==> config.mk <==
export PLATFORM = sky130hd
export DESIGN_NAME = ptr_update_unit
export DESIGN_NICKNAME = d
export VERILOG_FILES = /design/src/rtl/ptr_update_pkg.sv /design/src/rtl/ptr_mirror.sv /design/src/rtl/ptr_bitrev_step.sv /design/src/rtl/ptr_off_decode.sv /design/src/rtl/ptr_rem_seq.sv /design/src/rtl/ptr_update_unit.sv
export SDC_FILE = /design/constraint.sdc
export NUM_CORES = 1
export LEC_CHECK = 0
export ABC_AREA = 1
export CORE_ASPECT_RATIO = 1.5
export CORE_MARGIN = 2
export CORE_UTILIZATION = 35
export CTS_CLUSTER_SIZE = 24
export DETAILED_ROUTE_END_ITERATION = 7
export PLACE_DENSITY = 0.66
export SYNTH_ARGS = -nofsm -noshare
export SYNTH_HDL_FRONTEND = slang
export SYNTH_HIERARCHICAL = 1
export SYNTH_SLANG_ARGS = --single-unit
==> constraint.sdc <==
create_clock -name clk -period 3.41 [get_ports clk]
set_input_delay 0.682 -clock clk [delete_from_list [all_inputs] [get_ports clk]]
set_output_delay 0.682 -clock clk [all_outputs]
set_load 0.01 [all_outputs]
==> src/rtl/ptr_update_pkg.sv <==
package ptr_update_pkg;
   typedef enum logic {
      PTR_MODE_BITREV = 1'b0,
      PTR_MODE_CIRC   = 1'b1
   } ptr_mode_e;
endpackage

==> src/rtl/ptr_mirror.sv <==
module ptr_mirror #(
   parameter int W = 16
) (
   input  logic [W-1:0] val_i,
   output logic [W-1:0] val_o
);
   for (genvar i = 0; i < W; i++) begin : g_bit
      assign val_o[i] = val_i[W-1-i];
   end
endmodule

==> src/rtl/ptr_bitrev_step.sv <==
module ptr_bitrev_step #(
   parameter int W = 16
) (
   input  logic [W-1:0] idx_i,
   input  logic [W-1:0] step_i,
   output logic [W-1:0] idx_o
);
   logic [W-1:0] idx_m, step_m, sum_m;

   ptr_mirror #(.W(W)) u_mir_idx  (.val_i(idx_i),  .val_o(idx_m));
   ptr_mirror #(.W(W)) u_mir_step (.val_i(step_i), .val_o(step_m));

   // carry out of the mirrored add is dropped by the width of sum_m
   assign sum_m = idx_m + step_m;

   ptr_mirror #(.W(W)) u_mir_out  (.val_i(sum_m),  .val_o(idx_o));
endmodule

==> src/rtl/ptr_off_decode.sv <==
module ptr_off_decode #(
   parameter int INSN_W = 32,
   parameter int LO_POS = 16,
   parameter int LO_W   = 6,
   parameter int HI_POS = 28,
   parameter int HI_W   = 4,
   parameter int OUT_W  = 18
) (
   input  logic [INSN_W-1:0] insn_i,
   output logic [OUT_W-1:0]  off_o
);
   localparam int OFF_W = LO_W + HI_W;

   logic [OFF_W-1:0] off_raw;

   if (HI_W == 0) begin : g_single
      assign off_raw = insn_i[LO_POS +: LO_W];
   end else begin : g_split
      assign off_raw = {insn_i[HI_POS +: HI_W], insn_i[LO_POS +: LO_W]};
   end

   assign off_o = {{(OUT_W-OFF_W){off_raw[OFF_W-1]}}, off_raw};
endmodule

==> src/rtl/ptr_rem_seq.sv <==
module ptr_rem_seq #(
   parameter int W = 16
) (
   input  logic         clk,
   input  logic         rst_n,
   input  logic         load_i,
   input  logic [W:0]   dividend_i,
   input  logic [W-1:0] divisor_i,
   output logic         busy_o,
   output logic         last_o,
   output logic [W-1:0] rem_o
);
   localparam int STEPS = W + 1;
   localparam int CNT_W = $clog2(STEPS + 1);

   logic [W-1:0]     rem_q, div_q, rem_nxt;
   logic [W:0]       dvd_q, trial, diff;
   logic [CNT_W-1:0] cnt_q;
   logic             take;

   // restoring step: bring down the next dividend bit, subtract when it fits
   always_comb begin
      trial   = {rem_q, dvd_q[W]};
      diff    = trial - {1'b0, div_q};
      take    = (trial >= {1'b0, div_q});
      rem_nxt = take ? diff[W-1:0] : trial[W-1:0];
   end

   assign busy_o = (cnt_q != '0);
   assign last_o = (cnt_q == CNT_W'(1));
   assign rem_o  = rem_nxt;

   always_ff @(posedge clk or negedge rst_n) begin
      if (!rst_n) begin
         rem_q <= '0;
         div_q <= '0;
         dvd_q <= '0;
         cnt_q <= '0;
      end else if (load_i) begin
         rem_q <= '0;
         div_q <= divisor_i;
         dvd_q <= dividend_i;
         cnt_q <= CNT_W'(STEPS);
      end else if (busy_o) begin
         rem_q <= rem_nxt;
         dvd_q <= {dvd_q[W-1:0], 1'b0};
         cnt_q <= cnt_q - CNT_W'(1);
      end
   end
endmodule

==> src/rtl/ptr_update_unit.sv <==
module ptr_update_unit
   import ptr_update_pkg::*;
#(
   parameter int HALF_W     = 16,
   parameter int INSN_W     = 32,
   parameter int OFF_LO_POS = 16,
   parameter int OFF_LO_W   = 6,
   parameter int OFF_HI_POS = 28,
   parameter int OFF_HI_W   = 4
) (
   input  logic                clk,
   input  logic                rst_n,
   input  logic                start_i,
   input  logic                mode_i,
   input  logic [2*HALF_W-1:0] reg_in,
   input  logic [INSN_W-1:0]   insn_i,
   output logic [2*HALF_W-1:0] reg_out,
   output logic                done_o,
   output logic                err_o
);
   localparam int REG_W = 2 * HALF_W;
   localparam int OFF_W = OFF_LO_W + OFF_HI_W;
   localparam int SUM_W = HALF_W + 2;

   if (HALF_W < 2) begin : g_chk_half
      $error("HALF_W must be at least 2");
   end
   if (OFF_W >= HALF_W) begin : g_chk_off
      $error("offset field must be narrower than the index");
   end
   if (OFF_LO_POS + OFF_LO_W > INSN_W || OFF_HI_POS + OFF_HI_W > INSN_W) begin : g_chk_pos
      $error("offset field lies outside the instruction word");
   end

   ptr_mode_e         mode;
   logic [HALF_W-1:0] idx, hi, br_idx, rem_val, wrap_idx;
   logic [SUM_W-1:0]  off_ext, sum;
   logic              sum_neg, len_zero, accept, div_load, busy, div_last;

   logic [REG_W-1:0]  reg_q;
   logic [HALF_W-1:0] hi_q;
   logic              done_q, err_q;

   assign mode     = ptr_mode_e'(mode_i);
   assign idx      = reg_in[HALF_W-1:0];
   assign hi       = reg_in[REG_W-1:HALF_W];
   assign accept   = start_i && !busy;

   ptr_bitrev_step #(.W(HALF_W)) u_bitrev (
      .idx_i  (idx),
      .step_i (hi),
      .idx_o  (br_idx)
   );

   ptr_off_decode #(
      .INSN_W (INSN_W),
      .LO_POS (OFF_LO_POS),
      .LO_W   (OFF_LO_W),
      .HI_POS (OFF_HI_POS),
      .HI_W   (OFF_HI_W),
      .OUT_W  (SUM_W)
   ) u_off (
      .insn_i (insn_i),
      .off_o  (off_ext)
   );

   always_comb begin
      sum      = {2'b00, idx} + off_ext;
      sum_neg  = sum[SUM_W-1];
      len_zero = (hi == '0);
      wrap_idx = sum[HALF_W-1:0] + hi;
      div_load = accept && (mode == PTR_MODE_CIRC) && !len_zero && !sum_neg;
   end

   ptr_rem_seq #(.W(HALF_W)) u_rem (
      .clk        (clk),
      .rst_n      (rst_n),
      .load_i     (div_load),
      .dividend_i (sum[HALF_W:0]),
      .divisor_i  (hi),
      .busy_o     (busy),
      .last_o     (div_last),
      .rem_o      (rem_val)
   );

   always_ff @(posedge clk or negedge rst_n) begin
      if (!rst_n) begin
         reg_q  <= '0;
         hi_q   <= '0;
         done_q <= 1'b0;
         err_q  <= 1'b0;
      end else begin
         done_q <= 1'b0;
         if (accept) begin
            hi_q <= hi;
            if (mode == PTR_MODE_BITREV) begin
               reg_q  <= {hi, br_idx};
               err_q  <= 1'b0;
               done_q <= 1'b1;
            end else if (len_zero) begin
               reg_q  <= reg_in;
               err_q  <= 1'b1;
               done_q <= 1'b1;
            end else if (sum_neg) begin
               reg_q  <= {hi, wrap_idx};
               err_q  <= 1'b0;
               done_q <= 1'b1;
            end
         end else if (div_last) begin
            reg_q  <= {hi_q, rem_val};
            err_q  <= 1'b0;
            done_q <= 1'b1;
         end
      end
   end

   assign reg_out = reg_q;
   assign done_o  = done_q;
   assign err_o   = err_q;
endmodule

After elaboration in Yosys (flattened, before gate mapping)
Index checks and enable logic that the tools add are counted.

cells by class
  add/sub/neg operators = 5
  $lt $le $gt $ge = 1
  eq/ne operators = 2
  muxes and demuxes = 22
  reduce and logical (&&, ||, !) cells = 12

operators with widths
  cell                 number
  $mux 32              5
  $mux 16              3
  $mux 17              2
  $add 16x16->16       2
  $add 17x10->18       1
  $ge 17x16->1         1
  $logic_not 16->1     1
  $sub 16x16->16       1
  $mux 1               10
  $mux 5               2
  $eq 5x1->1 const B   1
  $reduce_bool 5->1    1
  $sub 5x1->5 const B  1
  $logic_and 1x1->1    4
  $ne 4x4->1 const B   1
  $reduce_bool 2->1    2
  $logic_not 1->1      3
  $reduce_and 2->1     1

word-level totals
  register bits after elaboration = 104
  input bits = 68

Depth between registers and ports, before layout
  depth after elaboration = 7
  gate-level depth with buffers = 25

Hierarchy
Netlist, hierarchy kept.

by module, submodules not included
  module           instances  cells each  area an instance (um2)  seq. area each (um2)
  ptr_update_unit  1          576         3985.1                  1251.2
  ptr_rem_seq      1          503         3656.0                  1351.3
  ptr_bitrev_step  1          176         924.6                   0.0
  ptr_mirror       3          16          120.1                   0.0
  ptr_off_decode   1          18          135.1                   0.0

Least setup slack after synthesis
Ideal clock, no wire load.

  kind = input to register
  start = in insn_i[16]
  end = reg reg_q[15] (netlist: reg_out[15])
  data arrival time = 3703 ps
  required time = 3293 ps
  slack = -410 ps
  stages = 24
  path buffers = 1
  cell sequence = buf_4 > ha_1 > inv_1 > fa_1 > nor4_1 > nor2_1 > o21ai_0 > a31oi_1 > o21ai_0 > xor2_1 > ha_1 > a21o_1 > nand3_1 > nand2_1 > nor2_1 > nand2_1 > a21oi_1 > inv_1 > nand2_1 > nand3_1 > nand2_1 > nand2_1 > nand3_1 > nand2_1

between the ends
  longest elaborated chain between the ends = 6

ends and longest elaborated chain
  what                    RTL line                text
  start: declaration      ptr_update_unit.sv:16   input logic [INSN_W-1:0] insn_i,
  $add 17x10->18          ptr_update_unit.sv:68   sum = {2'b00, idx} + off_ext;
  via sum[12]             ptr_update_unit.sv:37   logic [SUM_W-1:0] off_ext, sum;
  $add 16x16->16          ptr_update_unit.sv:71   wrap_idx = sum[HALF_W-1:0] + hi;
  $mux 32                 ptr_update_unit.sv:104  end else if (sum_neg) begin
  $mux 32                 ptr_update_unit.sv:100  end else if (len_zero) begin
  $mux 32                 ptr_update_unit.sv:96   if (mode == PTR_MODE_BITREV) begin
  $mux 32                 ptr_update_unit.sv:94   if (accept) begin
  end signal: assignment  ptr_update_unit.sv:97   reg_q <= {hi, br_idx};
  end signal: assignment  ptr_update_unit.sv:101  reg_q <= reg_in;
  end signal: assignment  ptr_update_unit.sv:105  reg_q <= {hi, wrap_idx};
  end: declaration        ptr_update_unit.sv:40   logic [REG_W-1:0] reg_q;

The timed path passes the listed nets, and every way through them passes these cells. The select of a mux whose other input is x is not followed.
A chain may end at the register's enable or synchronous reset.

Final worst setup path
  start = in insn_i[31]
  end = reg reg_q[15] (netlist: reg_out[15])

Same word-level chain as after synthesis.

==> metrics.md <==
| Metric | Value |
|---|---|
| Failing checks | negative setup slack |
| Worst R2R Path Depth | 15 |
| Required @ worst endpoint | 3.67 ns |
| Asr flop ratio synth | 1.00 |
| FP Rows | 72 |
| Reg2Reg Capture Point | reg_out[15] |
| Die area | 0.0272 sq mm |
| Area growth, synth to finish | 30.4% |
| Vias/cell | 4.91 |
| Critical Path End | reg_out[15] |
| Mean Syn Cell Area | 6.86 sq um |
| # setup viols final | 2 |
| Post-synth EDFFs | 0 |
| CTS Buffer Depth | 2 |
| Final wirelength | 29.9 mm |
| FF+latch count, synth | 104 |
| Main area contributors after synthesis | dfrtp_1 (29%), nand2_1 (19%), ha_1 (9.3%), inv_1 (7.1%), buf_4 (5.9%) |
| Setup crit end kind | flop |
| Crit Path Category | primary input to flop |
| Largest net degree at the start of global routing | 65 |
| CTS H-tree lvls | 3 |
| Most used DFF post-synth | dfrtp_1 |
| Inst Count DP | 1779 |
| TritonCTS clock tree | yes |
| Pins over their slew limit | 0 |
| Initial antenna violation count | 0 |
| Worst-path clk slew | 0.09 ns |
| Total core area | 0.0256 sq mm |
| Post-route ant nets | 0 |
| Area of the multi-input gates | 0.00578 sq mm |
| Share of the synthesized area in the top cell type | 0.287 |
| Initial core utilization | 0.354 |
| Placer Congestion | 0.978 |
| Ys Warns | 6 |
| Non-Filler Instances | 1816 |
| Crit path time final | 3.42 ns |
| Pwr/cell area | 737 mW/mm^2 |
| Period utilization | 1.00 |
| GR Util All Layers | 0.220 |
| Post-synth top area cell | dfrtp_1 |
| Worst slew margin | 0.608 |
| Arr. time, crit path | 3.69 ns |
| Reg area | 0.00260 sq mm |
| Post-route setup slack | -0.0121 ns |
| First-pass GRT wire length | 46.0 mm |
| Num CTS Buffers | 9 |
| DR WL/cell | 16.5 um |
| CP max FO | 6 |
| Final hold violations | 0 |
| Setup TNS | -0.0175 ns |
| Filler Cells Inserted | 2630 |
| Iter 0 DRT Violations | 535 |
| P_leak | 6.18 nW |
| Library cells used by synthesis | 51 |
| Startpoint Class | primary input |
| Number of I/O pins | 102 |
| Nets | 1617 |
| RSZ-0062 raised after global routing | yes |
| GRT overflow | 0 |
| Hold Crit Class | primary input to async pin |
| CTS Sinks | 104 |
| Drt drc | 0 |
| Ratio of cells with drive above 1 in the final layout | 0.235 |
| Die X | 135 um |
| Crit path launch | insn_i[31] |
| Max-cap violations | 0 |
| Mapped Cells | 1321 |
| Tot Pwr | 8.71 mW |
| Initial DRT Pass Iterations | 5 |
| Port Buffer Count | 79 |
| Clk_lat worst skew | 0.37 ns |
| Reg-to-reg slack, setup | 0.67 ns |
| Layout Skew | 0.0158 ns |
| Reg-to-reg startpoint | u_rem/rem_q[7] |
| Status | complete, but fails checks |
| FMAX | 0.292 GHz |
| Synth Cell Area | 0.00906 sq mm |
| Sequential cell area fraction in the yosys report | 0.287 |
| Antenna Cells | 0 |
| Root buf cell | clkbuf_16 |
| Via Count | 8917 |
| Vias in the first global route | 8861 |
| Tightest Pin Transition | 0.586 ns |
| Max VDD drop | 296 uV |
| Die Ht | 201 um |
| Hpwl dp | 24.3 mm |
| Syn nets | 1460 |
[worst min-delay path by stage]
stage	start	to	slack [ns]	cells past startpoint
3_5_place_dp	hi_q[14]	hi_q[14]	0.46	2
6_report	rst_n	u_rem/cnt_q[1]	0.30	1
4_1_cts	rst_n	u_rem/cnt_q[1]	0.32	1
2_1_floorplan	rst_n	done_o	0.39	0
3_3_place_gp	hi_q[2]	hi_q[2]	0.46	2
5_1_grt	rst_n	u_rem/cnt_q[1]	0.33	1
[final cells by class]
class	count	share of cell area
multi-input combinational	943	0.489
sequential	104	0.220
timing repair buffer	241	0.172
inverter	178	0.0575
tap	333	0.0353
clock buffer	9	0.0191
clock inverter	7	0.00614
timing repair inverter	1	0.000635
[report_power, final]
group | total, mW | internal [mW] | switching [mW]
registers | 2.01 | 1.74 | 0.263
logic | 5.65 | 2.28 | 3.37
clock network | 1.05 | 0.519 | 0.536
total | 8.71 | 4.54 | 4.17
[routing by layer]
layer,track usage,vias up,share of wire
met5,0,-,0
met4,0.144,0,0.076
met3,0.0189,97,0.034
met2,0.386,269,0.50
met1,0.252,4130,0.39
li1,-,4421,-
[flip-flops by register name, indices dropped and copies added, names as in the netlist]
signal	flops
err_o	1
u_rem/cnt_q	5
u_rem/rem_q	16
u_rem/div_q	16
u_rem/dvd_q	17
hi_q	16
done_o	1
reg_out	32
[worst max-delay path, stage by stage]
cell,delay (ns)
clkdlybuf4s50_1,0.42
buf_6,0.16
buf_4,0.14
ha_4,0.28
nand2_1,0.08
nor2_1,0.16
nand2_1,0.07
o21ai_0,0.17
buf_4,0.16
xnor2_1,0.11
inv_1,0.09
ha_1,0.34
nand3_1,0.11
nand2_1,0.05
nor2_1,0.09
nand2_1,0.07
a21oi_2,0.11
inv_1,0.05
nand2_1,0.05
nand3_1,0.06
nand2_1,0.07
nand2_1,0.05
nand3_1,0.06
nand2_1,0.05
[kinds of logic after synthesis]
kind of cell               Yosys count  share of synthesized area
DFF                                104                      0.287
buffers and inverters              274                      0.147
adders and majority gates           71                      0.101
AOI/OAI and AO/OA                  178                      0.112
and+or+nand+nor                    658                      0.317
xor gates and xnor gates            36                     0.0348
[placed cells by master (no fill, tap or decap), types with 45 or more instances in the layout]
cell type / count
nand2_1: 445
a21oi_1: 45
nor2_1: 50
inv_1: 163
nand3_1: 58
buf_4: 156
ha_1: 49
clkdlybuf4s50_1: 58
o21ai_0: 59
dfrtp_1: 104
[per-stage QoR]
step	util	hold slack, ns	setup slack, ns	instance area, sq um
6_report	0.462	0.300	-0.0121	11800
2_1_floorplan	-	0.386	-0.0962	9080
4_1_cts	0.440	0.317	0.000225	11300
3_3_place_gp	0.419	0.456	-0.848	10700
5_1_grt	0.462	0.334	-0.260	11800
3_5_place_dp	0.419	0.456	-0.877	10700
[synth_stat cells (4+ instances only)]
master    instances
a21oi_1          65
and2_1            5
buf_2             5
buf_4            71
clkbuf_1         17
dfrtp_1         104
fa_1              4
ha_1             67
inv_1           171
inv_2             4
nand2_1         462
nand2_2          17
nand2_4          15
nand3_1          62
nand4_1           7
nor2_1           55
nor2_2            4
nor3_1            5
o211ai_1          9
o21ai_0          68
o21bai_1          6
o221ai_1          9
o22ai_1           4
or2_2             5
xnor2_1          14
xor2_1           22
[repair_timing]
item                                    CTS  global route
endpoints found under the setup margin   22            66
cloned                                    0             1
resized for setup                        64           112
pin swaps                                27            69
hold buffers                              0             0
setup buffers                             5            17
No activity file was read; power rests on OpenSTA's default activity.
